File: src/rtl/dual_irq_pkg.sv
package dual_irq_pkg;

    localparam int ADDR_W = 3;

    typedef enum logic [ADDR_W-1:0] {
        SEL_EN_SET = 3'd0,
        SEL_EN_CLR = 3'd1,
        SEL_POL    = 3'd2,
        SEL_EDGE   = 3'd3,
        SEL_STEER  = 3'd4,
        SEL_STATUS = 3'd5,
        SEL_PIN_IE = 3'd6,
        SEL_NONE   = 3'd7
    } reg_sel_e;

    typedef struct packed {
        logic en_set;
        logic en_clr;
        logic pol;
        logic edge_sel;
        logic steer;
        logic pin_ie;
    } wr_strobe_t;

    function automatic wr_strobe_t decode_write(input logic we, input logic [ADDR_W-1:0] a);
        wr_strobe_t s;
        s = '0;
        if (we) begin
            case (reg_sel_e'(a))
                SEL_EN_SET: s.en_set   = 1'b1;
                SEL_EN_CLR: s.en_clr   = 1'b1;
                SEL_POL:    s.pol      = 1'b1;
                SEL_EDGE:   s.edge_sel = 1'b1;
                SEL_STEER:  s.steer    = 1'b1;
                SEL_PIN_IE: s.pin_ie   = 1'b1;
                default:    s          = '0;
            endcase
        end
        return s;
    endfunction

endpackage

File: src/rtl/dual_irq_sync.sv
module dual_irq_sync #(
    parameter int WIDTH = 16
) (
    input  logic             clk_i,
    input  logic             rst_i,
    input  logic [WIDTH-1:0] async_i,
    output logic [WIDTH-1:0] sync_o
);
    logic [WIDTH-1:0] stage1_q;
    logic [WIDTH-1:0] stage2_q;

    always_ff @(posedge clk_i) begin
        if (rst_i) begin
            stage1_q <= '0;
            stage2_q <= '0;
        end else begin
            stage1_q <= async_i;
            stage2_q <= stage1_q;
        end
    end

    assign sync_o = stage2_q;
endmodule

File: src/rtl/dual_irq_regs.sv
module dual_irq_regs
    import dual_irq_pkg::*;
#(
    parameter int NUM_SRC = 16,
    parameter int NUM_PIN = 4
) (
    input  logic               clk_i,
    input  logic               rst_i,
    input  wr_strobe_t         strobe_i,
    input  logic [NUM_SRC-1:0] wdata_i,
    output logic [NUM_SRC-1:0] enable_o,
    output logic [NUM_SRC-1:0] polarity_o,
    output logic [NUM_SRC-1:0] edge_mode_o,
    output logic [NUM_SRC-1:0] steer_o,
    output logic [NUM_PIN-1:0] pin_ie_o,
    output logic [NUM_SRC-1:0] pend_clr_o
);
    logic [NUM_SRC-1:0] enable_q, polarity_q, edge_q, steer_q;
    logic [NUM_PIN-1:0] pin_ie_q;
    logic [NUM_SRC-1:0] set_mask, clr_mask;

    assign set_mask = strobe_i.en_set ? wdata_i : '0;
    assign clr_mask = strobe_i.en_clr ? wdata_i : '0;

    always_ff @(posedge clk_i) begin
        if (rst_i) begin
            enable_q   <= '0;
            polarity_q <= '0;
            edge_q     <= '0;
            steer_q    <= '0;
            pin_ie_q   <= '0;
        end else begin
            enable_q <= (enable_q | set_mask) & ~clr_mask;
            if (strobe_i.pol)      polarity_q <= wdata_i;
            if (strobe_i.edge_sel) edge_q     <= wdata_i;
            if (strobe_i.steer)    steer_q    <= wdata_i;
            if (strobe_i.pin_ie)   pin_ie_q   <= wdata_i[NUM_PIN-1:0];
        end
    end

    assign enable_o    = enable_q;
    assign polarity_o  = polarity_q;
    assign edge_mode_o = edge_q;
    assign steer_o     = steer_q;
    assign pin_ie_o    = pin_ie_q;
    assign pend_clr_o  = clr_mask;
endmodule

File: src/rtl/dual_irq_detect.sv
module dual_irq_detect #(
    parameter int NUM_SRC = 16,
    parameter int NUM_PIN = 4
) (
    input  logic               clk_i,
    input  logic               rst_i,
    input  logic [NUM_SRC-1:0] req_sync_i,
    input  logic [NUM_SRC-1:0] polarity_i,
    input  logic [NUM_SRC-1:0] edge_mode_i,
    input  logic [NUM_PIN-1:0] pin_ie_i,
    input  logic [NUM_SRC-1:0] pend_clr_i,
    output logic [NUM_SRC-1:0] status_o
);
    logic [NUM_SRC-1:0] active;
    logic [NUM_SRC-1:0] active_prev_q;
    logic [NUM_SRC-1:0] latch_q;

    for (genvar i = 0; i < NUM_SRC; i++) begin : g_src
        if (i < NUM_PIN) begin : g_pin
            // pin-sourced lines are qualified by their input enable
            assign active[i] = (req_sync_i[i] ^ polarity_i[i]) & pin_ie_i[i];
        end else begin : g_plain
            assign active[i] = req_sync_i[i] ^ polarity_i[i];
        end

        always_ff @(posedge clk_i) begin
            if (rst_i) begin
                active_prev_q[i] <= 1'b0;
                latch_q[i]       <= 1'b0;
            end else begin
                active_prev_q[i] <= active[i];
                // a fresh rising edge wins over a clear in the same cycle
                latch_q[i] <= (active[i] & ~active_prev_q[i]) | (latch_q[i] & ~pend_clr_i[i]);
            end
        end

        assign status_o[i] = edge_mode_i[i] ? latch_q[i] : active[i];
    end
endmodule

File: src/rtl/dual_irq_steer.sv
module dual_irq_steer
    import dual_irq_pkg::*;
#(
    parameter int NUM_SRC = 16,
    parameter int NUM_PIN = 4
) (
    input  logic               clk_i,
    input  logic               rst_i,
    input  logic [NUM_SRC-1:0] req_i,
    input  logic [ADDR_W-1:0]  addr_i,
    input  logic               wr_en_i,
    input  logic [NUM_SRC-1:0] wdata_i,
    output logic [NUM_SRC-1:0] rdata_o,
    output logic               irq_lo_o,
    output logic               irq_hi_o
);
    wr_strobe_t         strobe;
    logic [NUM_SRC-1:0] req_sync;
    logic [NUM_SRC-1:0] en_q, pol_q, edge_q, steer_q, pend_clr;
    logic [NUM_PIN-1:0] pin_ie_q;
    logic [NUM_SRC-1:0] status;
    logic [NUM_SRC-1:0] live;
    logic               irq_lo_q, irq_hi_q;

    assign strobe = decode_write(wr_en_i, addr_i);

    dual_irq_sync #(.WIDTH(NUM_SRC)) sync_i (
        .clk_i  (clk_i),
        .rst_i  (rst_i),
        .async_i(req_i),
        .sync_o (req_sync)
    );

    dual_irq_regs #(.NUM_SRC(NUM_SRC), .NUM_PIN(NUM_PIN)) regs_i (
        .clk_i      (clk_i),
        .rst_i      (rst_i),
        .strobe_i   (strobe),
        .wdata_i    (wdata_i),
        .enable_o   (en_q),
        .polarity_o (pol_q),
        .edge_mode_o(edge_q),
        .steer_o    (steer_q),
        .pin_ie_o   (pin_ie_q),
        .pend_clr_o (pend_clr)
    );

    dual_irq_detect #(.NUM_SRC(NUM_SRC), .NUM_PIN(NUM_PIN)) detect_i (
        .clk_i      (clk_i),
        .rst_i      (rst_i),
        .req_sync_i (req_sync),
        .polarity_i (pol_q),
        .edge_mode_i(edge_q),
        .pin_ie_i   (pin_ie_q),
        .pend_clr_i (pend_clr),
        .status_o   (status)
    );

    assign live = status & en_q;

    always_ff @(posedge clk_i) begin
        if (rst_i) begin
            irq_lo_q <= 1'b0;
            irq_hi_q <= 1'b0;
        end else begin
            irq_lo_q <= |(live & ~steer_q);
            irq_hi_q <= |(live & steer_q);
        end
    end

    assign irq_lo_o = irq_lo_q;
    assign irq_hi_o = irq_hi_q;

    always_comb begin
        rdata_o = '0;
        case (reg_sel_e'(addr_i))
            SEL_EN_SET, SEL_EN_CLR: rdata_o = en_q;
            SEL_POL:    rdata_o = pol_q;
            SEL_EDGE:   rdata_o = edge_q;
            SEL_STEER:  rdata_o = steer_q;
            SEL_STATUS: rdata_o = status;
            SEL_PIN_IE: rdata_o[NUM_PIN-1:0] = pin_ie_q;
            default:    rdata_o = '0;
        endcase
    end
endmodule

File: config.mk
export PLATFORM = sky130hd
export DESIGN_NAME = dual_irq_steer
export DESIGN_NICKNAME = d
export VERILOG_FILES = /design/src/rtl/dual_irq_pkg.sv /design/src/rtl/dual_irq_sync.sv /design/src/rtl/dual_irq_regs.sv /design/src/rtl/dual_irq_detect.sv /design/src/rtl/dual_irq_steer.sv
export SDC_FILE = /design/constraint.sdc
export NUM_CORES = 1
export LEC_CHECK = 0
export ABC_AREA = 1
export BUFFER_PORTS_ARGS = -buffer_cell sky130_fd_sc_hd__buf_2
export CAP_MARGIN = 20
export CORE_ASPECT_RATIO = 1.2
export CORE_MARGIN = 8
export CORE_UTILIZATION = 45
export DETAILED_ROUTE_END_ITERATION = 12
export GPL_TIMING_DRIVEN = 0
export MAX_ROUTING_LAYER = met4
export PLACE_DENSITY = 0.63
export SLEW_MARGIN = 20
export SYNTH_ARGS = -nofsm -noshare
export SYNTH_HDL_FRONTEND = slang
export SYNTH_HIERARCHICAL = 1
export SYNTH_SLANG_ARGS = --single-unit
File: constraint.sdc
create_clock -name clk_i -period 1.6 [get_ports clk_i]
set_input_delay 0.24 -clock clk_i [delete_from_list [all_inputs] [get_ports clk_i]]
set_output_delay 0.24 -clock clk_i [all_outputs]
set_load 0.01 [all_outputs]
==> metrics.yaml <==
outcome: "complete, but fails checks"
violations: "negative setup slack"
vias: 6051
clk_path_buf_depth: 2
seq_area_frac_synth_pct: 42.56
drt_iter0_drc: 458
grt_pass1_wl_microns: 28480
fin_ws_ps: -173.4
hold_ws_ps: 10.08
worst-setup-path-type: "register to output port"
layout_min_cycle_time_ps: 1773
clk_pin_slew_ps: 60
worstSkewPairLatency_ps: 430
cts-root-buf: "clkbuf_16"
worst-path-max-fanout: 3
antenna_cells: 0
synth_cell_types: 24
final_util_pct: 58.09
antenna_found_initial: 0
dieArea_sq_um: 18070
slew_viol_final: 0
cts_inserted_buffers: 17
cp_num_buf_inv: 3
wl_per_cell_microns: 14.95
h-tree-depth: 4
syn-cell-area_sq_um: 6304
start_kind: "register"
place_area_sq_um: 6793
grt_pass1_vias: 5622
synth-seq-cells: 134
syn_inst: 937
total_power_mw: 8.338
grt_max_degree: 17
place_hpwl_microns: 12310
core-area_sq_um: 13760
row_count: 47
globalplace.congestion: 0.8617
yosys_warnings: 6
io_buffers: 55
cts_sinks: 134
powerDensity_nw_per_um2: 1043
grt_overflow: 0
period_share_pct: 110.8
fmax_ghz: 0.5639
cp_slowest_cell: "dfxtp_2"
drtPass1Iterations: 6
hold_class: "primary input to register"
wl_microns: 18510
syn2layout_area_growth_pct: 26.82
maxSlewHeadroom_pct: 66.18
crit_arrival_ps: 1530
rsz0062_at_grt: "yes"
p_leak_nw: 3.889
nNetsFinal: 1093
worstPathCellList: "inv_2 -> nand2_2 -> nand2_2 -> o21ai_2 -> nand2_1 -> o21ai_2 -> inv_1 -> nand4_1 -> buf_2"
die_y_microns: 145.7
grt_use_total_pct: 21.09
start_util_pct: 45.81
setup_violations: 15
vias_per_cell: 4.888
cp.required_ps: 1360
tritoncts: "done"
critPathTopFamily: "flip-flops"
stdcell_count: 1238
dp_slack_ps: -325.1
fin_skew_ps: 9.810
final_area_sq_um: 7994
critPathMaxStageDelay_ps: 340
hold_viol: 0
antenna_left: 0
io_pins: 56
cap_viol_max_count: 0
worst_pin_slew_ps: 503.4
drc: 0
drive_gt1_share_pct: 30.74
ir_worst_vdd_v: 0.0008206
syn_nets: 975
fin_tns_setup_ps: -1497
placed_cells: 1163
crit_path_end_kind: "output port"
avgSynthCellArea_sq_um: 6.727
die_w_microns: 124.0
[flip-flops by register name, summed over array words and instances (netlist names)]
register	flops
irq_hi_o	1
regs_i/steer_o	16
regs_i/pin_ie_o	4
sync_i/sync_o	16
regs_i/enable_o	16
detect_i/latch_q	16
irq_lo_o	1
regs_i/polarity_o	16
sync_i/stage1_q	16
detect_i/active_prev_q	16
regs_i/edge_mode_o	16
[power breakdown]
group	total (mW)	internal, mW	leakage (nW)	switching, mW
Clock	3.96	2.51	0.290	1.44
Combinational	0.817	0.334	2.49	0.483
Sequential	3.56	3.47	1.11	0.0967
Total	8.34	6.31	3.89	2.02
[cell type report]
class | instances | area (sq um)
Clock inverter | 9 | 126.4
Multi-Input combinational cell | 633 | 3030
Clock buffer | 22 | 464.2
Timing Repair Buffer | 98 | 606.8
Timing Repair inverter | 1 | 7.507
Sequential cell | 134 | 2740
Fill cell | 1367 | 5767
Buffer | 31 | 279.0
Inverter | 139 | 525.5
Tap cell | 171 | 214.0
[per-layer routing]
layer  track usage (%)  vias up  routed length [microns]
li1                  -     3086                        -
met1             25.14     2767                     7959
met2             33.45      164                     9048
met3             4.581       34                     1087
met4             8.706        0                      413
met5                 -        -                        0
[cell usage after synthesis (all sizes together)]
cell	instances	area (sq um)
o21ai	37	222.7
nand2	298	1191
a21boi	5	37.54
nor3	2	10.01
nand3	54	280.3
buf	30	275.3
a21oi	19	95.09
dfxtp	134	2683
nor4	1	6.260
nor2	186	755.7
a22oi	4	30.03
nand4	9	56.30
inv	139	521.8
nand3b	18	135.1
clkbuf	1	3.750
[layout by cell type, fill, tap and decap left out, types with 3 or more instances in the layout]
cell        instances
nor2_2             21
a22oi_1             4
buf_6              13
nand2_2            63
clkinv_2            4
inv_1             115
clkbuf_1            4
clkbuf_16          17
dfxtp_1           106
nand3_2             5
o21ai_2            27
o21ai_0             6
clkinvlp_4          3
a21boi_0            5
nand2_1           235
nand4_1             9
a21oi_1            19
nor2_1            163
dfxtp_2            19
inv_2              23
buf_12              3
buf_4              42
bufinv_16           3
o21ai_1             3
nand3b_1           18
nand3_1            47
buf_2              68
dfxtp_4             9
[worst min-delay path, stage by stage]
cell    delay [ps]
buf_2           70
inv_1           30
nor2_1          60
[kinds of logic after synthesis]
family | synth area share (%)
AOI/OAI and AO/OA | 6.114
buffers and inverters | 12.70
DFF | 42.56
and+or+nand+nor | 38.63
[timing repair]
| item | 4_1_cts | 5_1_grt |
|---|---|---|
| hold endpoints to repair | 2 | 0 |
| gates cloned | 0 | 1 |
| resized for setup | 73 | 68 |
| hold buffers | 2 | 0 |
| buffers inserted | 27 | 15 |
| setup endpoints to repair | 16 | 18 |
| pin swaps | 24 | 42 |
[worst paths after layout]
path	from	endpoint	slack (ps)	cells after the start
hold / removal	req_i[13]	sync_i/stage1_q[13]$_SDFF_PP0_	10	3
setup / recovery	regs_i/polarity_o[4]$_SDFFE_PP0P_	rdata_o[4]	-170	9
hold reg to reg	sync_i/stage1_q[15]$_SDFF_PP0_	sync_i/sync_o[15]$_SDFF_PP0_	390	2
setup reg to reg	sync_i/sync_o[14]$_SDFF_PP0_	detect_i/latch_q[14]$_SDFF_PP0_	70	11
Power figures use the tool's default switching activity.
